**src/rtl/tlb_sreg_pkg.sv**
```systemverilog
// Shared register numbering and field positions for the translation buffer
// maintenance register front end. Assumes a 3-bit register number.
package tlb_sreg_pkg;
    typedef enum logic [2:0] {
        SEL_DATA  = 3'd0,
        SEL_TAG   = 3'd1,
        SEL_INDEX = 3'd2,
        SEL_PID   = 3'd3,
        SEL_ZONE  = 3'd4,
        SEL_PROBE = 3'd5
    } sreg_sel_e;

    localparam int EPN_LSB = 10;  // smallest page is 1 KiB
    localparam int IDW     = 8;   // entry number / owner id width
endpackage

```
**src/rtl/tlb_sreg_gate.sv**
```systemverilog
// Access permission decode. Combinational; it derives the global enable and
// the per-register read and write permissions from the two configuration
// levels. Assumes the register numbering of tlb_sreg_pkg.
module tlb_sreg_gate
    import tlb_sreg_pkg::*;
(
    input  logic [1:0] cfg_mmu,
    input  logic [1:0] cfg_access,
    input  logic [2:0] reg_sel,
    output logic       on,
    output logic       wr_ok,
    output logic       rd_ok
);
    logic priv_wr;

    // global enable: translation unit present and any access level
    assign on      = (cfg_mmu >= 2'd2) && (cfg_access != 2'd0);
    assign priv_wr = (cfg_access >= 2'd2);

    // per-register write permission
    always_comb begin
        wr_ok = 1'b0;
        if (on) begin
            case (reg_sel)
                SEL_DATA, SEL_TAG, SEL_INDEX: wr_ok = 1'b1;
                SEL_PID, SEL_ZONE, SEL_PROBE: wr_ok = priv_wr;
                default:                      wr_ok = 1'b0;
            endcase
        end
    end

    // per-register read permission
    always_comb begin
        rd_ok = 1'b0;
        if (on) begin
            case (reg_sel)
                SEL_DATA, SEL_TAG, SEL_PID, SEL_ZONE: rd_ok = cfg_access[0];
                SEL_INDEX:                            rd_ok = 1'b1;
                default:                              rd_ok = 1'b0;
            endcase
        end
    end
endmodule

```
**src/rtl/tlb_sreg_ram.sv**
```systemverilog
// Per-entry tag, data and owner identifier storage. One write port per
// array sharing an address, asynchronous read. Assumes ENTRIES >= 2 and
// that the caller has range-checked the address.
module tlb_sreg_ram #(
    parameter int ENTRIES = 16,
    parameter int DW      = 32,
    parameter int IDW     = 8,
    localparam int AW     = $clog2(ENTRIES)
) (
    input  logic           clk,
    input  logic           rst_n,
    input  logic [AW-1:0]  addr,
    input  logic           we_tag,
    input  logic           we_data,
    input  logic [DW-1:0]  wval,
    input  logic [IDW-1:0] wtid,
    output logic [DW-1:0]  rtag,
    output logic [DW-1:0]  rdat,
    output logic [IDW-1:0] rtid
);
    logic [DW-1:0]  tag_mem [ENTRIES];
    logic [DW-1:0]  dat_mem [ENTRIES];
    logic [IDW-1:0] tid_mem [ENTRIES];

    // one storage slot per entry, cleared by reset
    for (genvar e = 0; e < ENTRIES; e++) begin : g_ent
        always_ff @(posedge clk) begin
            if (!rst_n) begin
                tag_mem[e] <= '0;
                dat_mem[e] <= '0;
                tid_mem[e] <= '0;
            end else if (addr == AW'(e)) begin
                if (we_tag) begin
                    tag_mem[e] <= wval;
                    tid_mem[e] <= wtid;
                end
                if (we_data) dat_mem[e] <= wval;
            end
        end
    end

    assign rtag = tag_mem[addr];
    assign rdat = dat_mem[addr];
    assign rtid = tid_mem[addr];
endmodule

```
**src/rtl/tlb_sreg_if.sv**
```systemverilog
// Translation buffer maintenance register front end. Holds the selector,
// identifier and zone registers, routes window accesses to entry storage,
// launches probe lookups and raises flush pulses. Assumes DW >= 16,
// ENTRIES <= 256, and a translator that answers a lookup in the same cycle.
module tlb_sreg_if
    import tlb_sreg_pkg::*;
#(
    parameter int ENTRIES = 16,
    parameter int DW      = 32
) (
    input  logic               clk,
    input  logic               rst_n,
    input  logic [1:0]         cfg_mmu,
    input  logic [1:0]         cfg_access,
    input  logic [2:0]         reg_sel,
    input  logic               wr_en,
    input  logic               rd_en,
    input  logic [DW-1:0]      wdata,
    output logic [DW-1:0]      rdata,
    output logic               lkp_req,
    output logic [DW-EPN_LSB-1:0] lkp_epn,
    input  logic               lkp_hit,
    input  logic [IDW-1:0]     lkp_idx,
    output logic               flush_entry,
    output logic [IDW-1:0]     flush_idx,
    output logic               flush_all
);
    localparam int AW = $clog2(ENTRIES);
    localparam logic [IDW:0] ENT_LIM = (IDW+1)'(ENTRIES);

    logic [DW-1:0]  idx_q, pid_q, zpr_q;
    logic           on, wr_ok, rd_ok, wr_go, rd_go;
    logic [IDW-1:0] ent_num;
    logic           in_range, we_tag, we_dat;
    logic [DW-1:0]  r_tag, r_dat;
    logic [IDW-1:0] r_tid;
    logic           chg;

    tlb_sreg_gate u_gate (
        .cfg_mmu   (cfg_mmu),
        .cfg_access(cfg_access),
        .reg_sel   (reg_sel),
        .on        (on),
        .wr_ok     (wr_ok),
        .rd_ok     (rd_ok)
    );

    assign wr_go    = wr_en && wr_ok;
    assign rd_go    = rd_en && rd_ok;
    assign ent_num  = idx_q[IDW-1:0];
    assign in_range = ({1'b0, ent_num} < ENT_LIM);
    assign we_tag   = wr_go && (reg_sel == SEL_TAG)  && in_range;
    assign we_dat   = wr_go && (reg_sel == SEL_DATA) && in_range;

    tlb_sreg_ram #(.ENTRIES(ENTRIES), .DW(DW), .IDW(IDW)) u_ram (
        .clk    (clk),
        .rst_n  (rst_n),
        .addr   (ent_num[AW-1:0]),
        .we_tag (we_tag),
        .we_data(we_dat),
        .wval   (wdata),
        .wtid   (pid_q[IDW-1:0]),
        .rtag   (r_tag),
        .rdat   (r_dat),
        .rtid   (r_tid)
    );

    // probe lookup request to the translator
    assign lkp_req = wr_go && (reg_sel == SEL_PROBE);
    assign lkp_epn = wdata[DW-1:EPN_LSB];

    // protection state change detect
    assign chg = wr_go && (((reg_sel == SEL_PID)  && (wdata != pid_q)) ||
                           ((reg_sel == SEL_ZONE) && (wdata != zpr_q)));

    // state registers and their access side effects
    always_ff @(posedge clk) begin
        if (!rst_n) begin
            idx_q <= '0;
            pid_q <= '0;
            zpr_q <= '0;
        end else if (wr_go) begin
            case (reg_sel)
                SEL_INDEX: idx_q <= wdata;
                SEL_PID:   pid_q <= wdata;
                SEL_ZONE:  zpr_q <= wdata;
                SEL_PROBE: idx_q <= lkp_hit ? DW'(lkp_idx)
                                            : (idx_q | {1'b1, {(DW-1){1'b0}}});
                default:   ;
            endcase
        end else if (rd_go && (reg_sel == SEL_TAG) && in_range) begin
            pid_q <= DW'(r_tid);
        end
    end

    // flush pulse generation
    always_ff @(posedge clk) begin
        if (!rst_n) begin
            flush_entry <= 1'b0;
            flush_idx   <= '0;
            flush_all   <= 1'b0;
        end else begin
            flush_entry <= we_tag;
            if (we_tag) flush_idx <= ent_num;
            flush_all   <= chg;
        end
    end

    // read data mux
    always_comb begin
        rdata = '0;
        if (rd_go) begin
            case (reg_sel)
                SEL_DATA:  rdata = in_range ? r_dat : '0;
                SEL_TAG:   rdata = in_range ? r_tag : '0;
                SEL_INDEX: rdata = idx_q;
                SEL_PID:   rdata = pid_q;
                SEL_ZONE:  rdata = zpr_q;
                default:   rdata = '0;
            endcase
        end
    end
endmodule

```
**config.mk**
```make
export PLATFORM = sky130hd
export DESIGN_NAME = tlb_sreg_if
export DESIGN_NICKNAME = d
export VERILOG_FILES = /design/src/rtl/tlb_sreg_pkg.sv /design/src/rtl/tlb_sreg_gate.sv /design/src/rtl/tlb_sreg_ram.sv /design/src/rtl/tlb_sreg_if.sv
export SDC_FILE = /design/constraint.sdc
export NUM_CORES = 2
export LEC_CHECK = 0
export ABC_CLOCK_PERIOD_IN_PS = 6550
export BUFFER_PORTS_ARGS = -buffer_cell sky130_fd_sc_hd__buf_2
export CORE_MARGIN = 4
export CORE_UTILIZATION = 35
export CTS_CLUSTER_SIZE = 14
export DETAILED_ROUTE_END_ITERATION = 7
export SLEW_MARGIN = 20
export SYNTH_ARGS = -nofsm -noshare
export SYNTH_HDL_FRONTEND = slang
export SYNTH_SLANG_ARGS = --single-unit
```
**constraint.sdc**
```tcl
create_clock -name clk -period 6.55 [get_ports clk]
set_input_delay 0.655 -clock clk [delete_from_list [all_inputs] [get_ports clk]]
set_output_delay 0.655 -clock clk [all_outputs]
set_load 0.02 [all_outputs]
```
## Yosys cells after proc, flatten, opt, wreduce, memory -nomap -nowiden

Memories as Yosys holds them, arrays and structs flattened. A register that Yosys moved wholly into a read port is not among the register bits.
Cells that the tools add are included.

| operators by class | value |
|---|---|
| equal/unequal tests | 24 |
| reduce and logical (&&, ||, !) cells | 26 |
| bitwise operators | 48 |
| muxes and demuxes | 166 |
| magnitude comparators | 3 |

Operator list:

| cell | number |
|---|---|
| 32-bit two-way mux | 39 |
| 32-bit one-hot mux with 5 select lines | 1 |
| 8-bit two-way mux | 16 |
| 1-bit two-way mux | 101 |
| 32-bit != test | 2 |
| 32-bit one-hot mux with 2 select lines | 1 |
| 1-bit OR | 48 |
| 4-bit == test, second input constant | 8 |
| 4-bit two-way mux | 6 |
| 4-bit by 3-bit == test with 1-bit output, second input constant | 4 |
| 1-bit logical AND | 13 |
| 4-bit by 2-bit == test with 1-bit output, second input constant | 2 |
| 8-bit by 5-bit less-than comparator with 1-bit output, second input constant | 1 |
| 3-bit by 2-bit == test with 1-bit output, second input constant | 2 |
| 3-bit == test, second input constant | 2 |
| 2-bit AND reduction | 3 |
| 2-bit nonzero test | 3 |
| 3-bit OR reduction | 2 |
| 4-bit by 1-bit == test with 1-bit output, second input constant | 1 |
| 2-bit >= comparator, second input constant | 2 |
| 4-bit zero test | 1 |
| 1-bit one-hot mux with 2 select lines | 2 |
| 4-bit OR reduction | 1 |
| 3-bit by 1-bit == test with 1-bit output, second input constant | 1 |
| other kinds (5) | 5 |

| word-level totals | value |
|---|---|
| register bits | 106 |
| output and inout bits | 65 |
| bits in writable memories | 1152 |
| memories | 3 |
| input bits | 52 |
| logic and storage cells | 277 |

Memory list:

| memory | words | bits a word | read ports | clocked after Yosys merged registers in | wr ports | line | text |
|---|---|---|---|---|---|---|---|
| u_ram.dat_mem | 16 | 32 | 1 | 1 | 16 | tlb_sreg_ram.sv:22 | `logic [DW-1:0] dat_mem [ENTRIES];` |
| u_ram.tag_mem | 16 | 32 | 1 | 1 | 16 | tlb_sreg_ram.sv:21 | `logic [DW-1:0] tag_mem [ENTRIES];` |
| u_ram.tid_mem | 16 | 8 | 1 | 1 | 16 | tlb_sreg_ram.sv:23 | `logic [IDW-1:0] tid_mem [ENTRIES];` |

## Longest topological paths before layout

| depth | value |
|---|---|
| depth after elaboration | 12 |
| mapped depth | 9 |
| depth with buffers taken out | 5 |

## Hierarchy

From an unflattened synthesis, not the netlist that was laid out.

| unflattened totals | value |
|---|---|
| cells, all modules | 3969 |
| area, all modules | 58078.2 um^2 |

By module, submodules not included:

| module | instances | area an instance (um^2) | seq. area each (um^2) | cells each |
|---|---|---|---|---|
| tlb_sreg_ram | 1 | 51531.9 | 34593.2 | 3229 |
| tlb_sreg_if | 1 | 6475.0 | 2122.0 | 731 |
| tlb_sreg_gate | 1 | 71.3 | 0.0 | 9 |

## Worst setup path before layout

OpenSTA, ideal clock, no wires.

| timing | value |
|---|---|
| kind | in2reg |
| start point | input reg_sel[1] |
| end point | memory u_ram.tag_mem[3][0] (enable) |
| slack | 1.331 ns |
| buffers on the path | 2 |
| cell stages on the path | 6 |
| library setup time | 0.493 ns |
| data required time | 6.057 ns |
| arrival | 4.726 ns |
| path through | buf_6 a21bo_2 a221oi_4 nand2_1 clkbuf_1 o21ai_0 |

RTL lines:

| what | line | text |
|---|---|---|
| from (decl) | tlb_sreg_if.sv:15 | `input logic [2:0] reg_sel,` |
| to (decl) | tlb_sreg_ram.sv:21 |  |

==> impl_results.md <==
- Vias per std cell: approximately 5.4
- Largest stage delay, worst path: 0.97 ns
- Slew @ Worst Pin: ~1.2 ns
- Clk pwr share: 0.425
- PwrDens: approximately 260 mW/mm2
- Reg2reg setup slack: between 2 and 2.5 ns
- Most common cell after layout, fill and taps aside: and2_1
- Total gr overflow: 0
- Largest area contributor in the netlist: edfxtp_1
- RD Place Congestion: approximately 0.89
- Iter 0 DRT Violations: approximately 3800
- Clock Latency Late Sink: ~0.77 ns
- Synth unique cells: 48
- Top-area cell type share of the netlist area: 0.5923
- Most frequent cells in the layout: and2_1, edfxtp_1, mux4_2
- WL final: 178.6 mm
- Total power: 17.37 mW
- Bufs and invs on worst path: 2
- Dominant synthesized flop cell: edfxtp_1
- Pre-CTS WS: ~1.9 ns
- Synth warn: 0
- Post-CTS Setup Inserts: 0
- Synthesized instance count: 4036
- Fin. max-slew vios: 0
- Via Count: between 30000 and 40000
- Maxcap violations: 0
- Post-cts repair resize count: 0
- Clock Skew: 0.02435 ns
- Kind of critical path: reg -> out
- Post-synth EDFFs: 1152
- CP cell instances: buf_4 > mux4_2 > mux2i_1 > nor2_1 > nor4_1 > a21oi_1 > buf_2
- Crit share post-route: 0.7898
- Hold Path Class: in -> reg
- Initial antenna violation count: 13
- Final min period: between 5 and 6 ns
- RSZ-0062 raised after global routing: false
- Starting Density: 0.3532
- Clock sinks: 1262
- Io pins: approximately 120
- Ranking of synthesized cells by area: edfxtp_1, and2_1, mux4_2
- Core region area: between 0.15 and 0.2 mm2
- Pleak: around 23 nW
- Clk slew on worst S/H paths: 0.06 ns
- Setup WS post-layout: about 1.4 ns
- Reg2reg start: idx_q[4]$_SDFFE_PN0P_
- Residual DRC: 0
- Fraction of registers with async set/reset: 0
- NetSw: between 3 and 4 mW
- Comb power frac: 0.051
- Crit-path slowest cell: nor4_1
- WP data required: slightly below 6 ns
- Total GRT Usage: 0.2041
- CTS root buf: clkbuf_16
- First-pass DRT Iterations: 8
- Setup total negative slack: 0 ns
- Cell family with the largest share of critical-path delay: simple AND/OR/NAND/NOR gates
- Register area share after synthesis: 0.6300
- Reg power frac: 0.523
- Placed Cells: roughly 6000
- Die ar.: approximately 0.17 mm2
- Switching fraction of total power: 0.2247
- Site row count: approximately 150
- Share of layout cells above drive strength 1: 0.1999
- CP arrival: 4.52 ns
- CP Capture Type: output pin
- Mean Syn Cell Area: ~14 um2
- Yosys reg bits: about 1300
- Die W: roughly 420 um
- Internal power: 13.46 mW
- CTS tree: done
- Cts bufs inserted: between 100 and 150
- Status: completed
- Vias in the first global route: between 30000 and 40000
- Max Root-Sink Buffers: 3
- Hold_sp: rst_n
- Max Freq: between 150 and 200 MHz
- PortBufs: about 120
- CTS H-tree lvls: 4
- Post-Synthesis Cell Area: roughly 0.06 mm2
- Wire per inst: between 20 and 30 um
- DIE HEIGHT: 416.5 um
- Nets: 4025
- Crit path launch type: register
- Final setup viols: 0
- Max FO, Critical Path: 34
- CTS Hold Bufs: 0
- Final Hold Viols: 0
- Layout Cells excl Fill: about 6300
- Pin count of the biggest net entering global routing: ~130
- Dpl hpwl: ~100 mm
- Global-route wire length before repair: 255.2 mm
- Syn Nets: just over 4000
- Maximum vdd drop: roughly 0.28 mV
- Slew HR: 0.1969
- Layout area overhead: 12.38%
- Number of routed nets with antenna violations: 0
kinds of logic after synthesis:
| logic type | Yosys count | share of synthesized area |
|---|---|---|
| and+or+nand+nor | 1616 | 0.1671 |
| DFF | 1262 | 0.6300 |
| buffers and inverters | 440 | 0.03389 |
| muxes | 368 | 0.1267 |
| AOI/OAI and AO/OA | 286 | 0.03278 |
| xor gates and xnor gates | 64 | 0.009597 |
power groups by stage:
stage | Clock [mW] | Combinational [mW] | Sequential (mW)
3_3_place_gp | 0 | 0.886 | 9.25
5_1_grt | 7.82 | 0.931 | 9.11
3_5_place_dp | 0 | 0.891 | 9.26
2_1_floorplan | 0 | 0.506 | 9.25
6_report | 7.38 | 0.893 | 9.09
4_1_cts | 7.48 | 0.893 | 9.09
sequential cells by signal, summed over array words and instances (netlist names), named ones only:
register	count
u_ram.dat_mem	512
u_ram.tag_mem	512
u_ram.tid_mem	128
idx_q	32
pid_q	32
zpr_q	32
flush_idx	8
flush_all	1
flush_entry	1
final timing paths:
kind                                       end  depth (start not counted)
max                                  rdata[25]                          7
min                      idx_q[7]$_SDFFE_PN0P_                          2
max reg2reg  u_ram.tid_mem[0][0]$_SDFFCE_PN0P_                          5
min reg2reg          flush_idx[3]$_SDFFE_PN0N_                          2
cells in the mapped netlist, types with 4 or more instances:
| library cell | number |
|---|---|
| buf_6 | 6 |
| nor2_4 | 19 |
| mux4_2 | 296 |
| o211ai_1 | 12 |
| and2_1 | 1178 |
| and3_1 | 30 |
| a21oi_1 | 35 |
| a22oi_1 | 29 |
| o22ai_1 | 58 |
| clkbuf_1 | 252 |
| mux2i_1 | 63 |
| clkbuf_2 | 67 |
| nand2_1 | 137 |
| nor4_1 | 42 |
| mux2_2 | 9 |
| o211a_1 | 8 |
| a222oi_1 | 4 |
| nand3_1 | 22 |
| o21ai_0 | 62 |
| nand4_1 | 6 |
| buf_4 | 32 |
| inv_1 | 4 |
| dfxtp_1 | 110 |
| o221a_2 | 8 |
| xor2_1 | 64 |
| buf_2 | 63 |
| nor2_1 | 50 |
| nand2b_1 | 5 |
| or3_1 | 26 |
| buf_1 | 16 |
| nor2b_1 | 84 |
| a21boi_0 | 36 |
| o21a_1 | 31 |
| edfxtp_1 | 1152 |
stage by stage:
stage	utilization	hold slack [ns]	instance area (um2)
after floorplan	-	0.4680	58410
after global placement	0.3711	0.4535	61360
after detailed placement	0.3711	0.4564	61370
after CTS	0.3964	0.1812	65560
after global routing	0.3969	0.2141	65630
final	0.3969	0.2383	65640
per-layer routing:
metal | routed length, um | up-vias | track usage | share of wire
li1 | - | 14500 | - | -
met1 | 71780 | 17580 | 0.2617 | 0.40
met2 | 87970 | 1323 | 0.3433 | 0.49
met3 | 10310 | 329 | 0.02925 | 0.058
met4 | 8560 | 4 | 0.09446 | 0.048
met5 | 27 | - | 0 | 0.00015
cell type report:
type | instances | area [um2]
antenna | 4 | 10.01
clock inverter | 66 | 496.7
clock buffer | 174 | 3694
inverter | 4 | 15.01
timing repair buffer | 238 | 1770
tap | 2189 | 2739
sequential | 1262 | 36810
fill | 15010 | 99720
multi-input combinational | 2334 | 20110
Power figures use the tool's default switching activity.
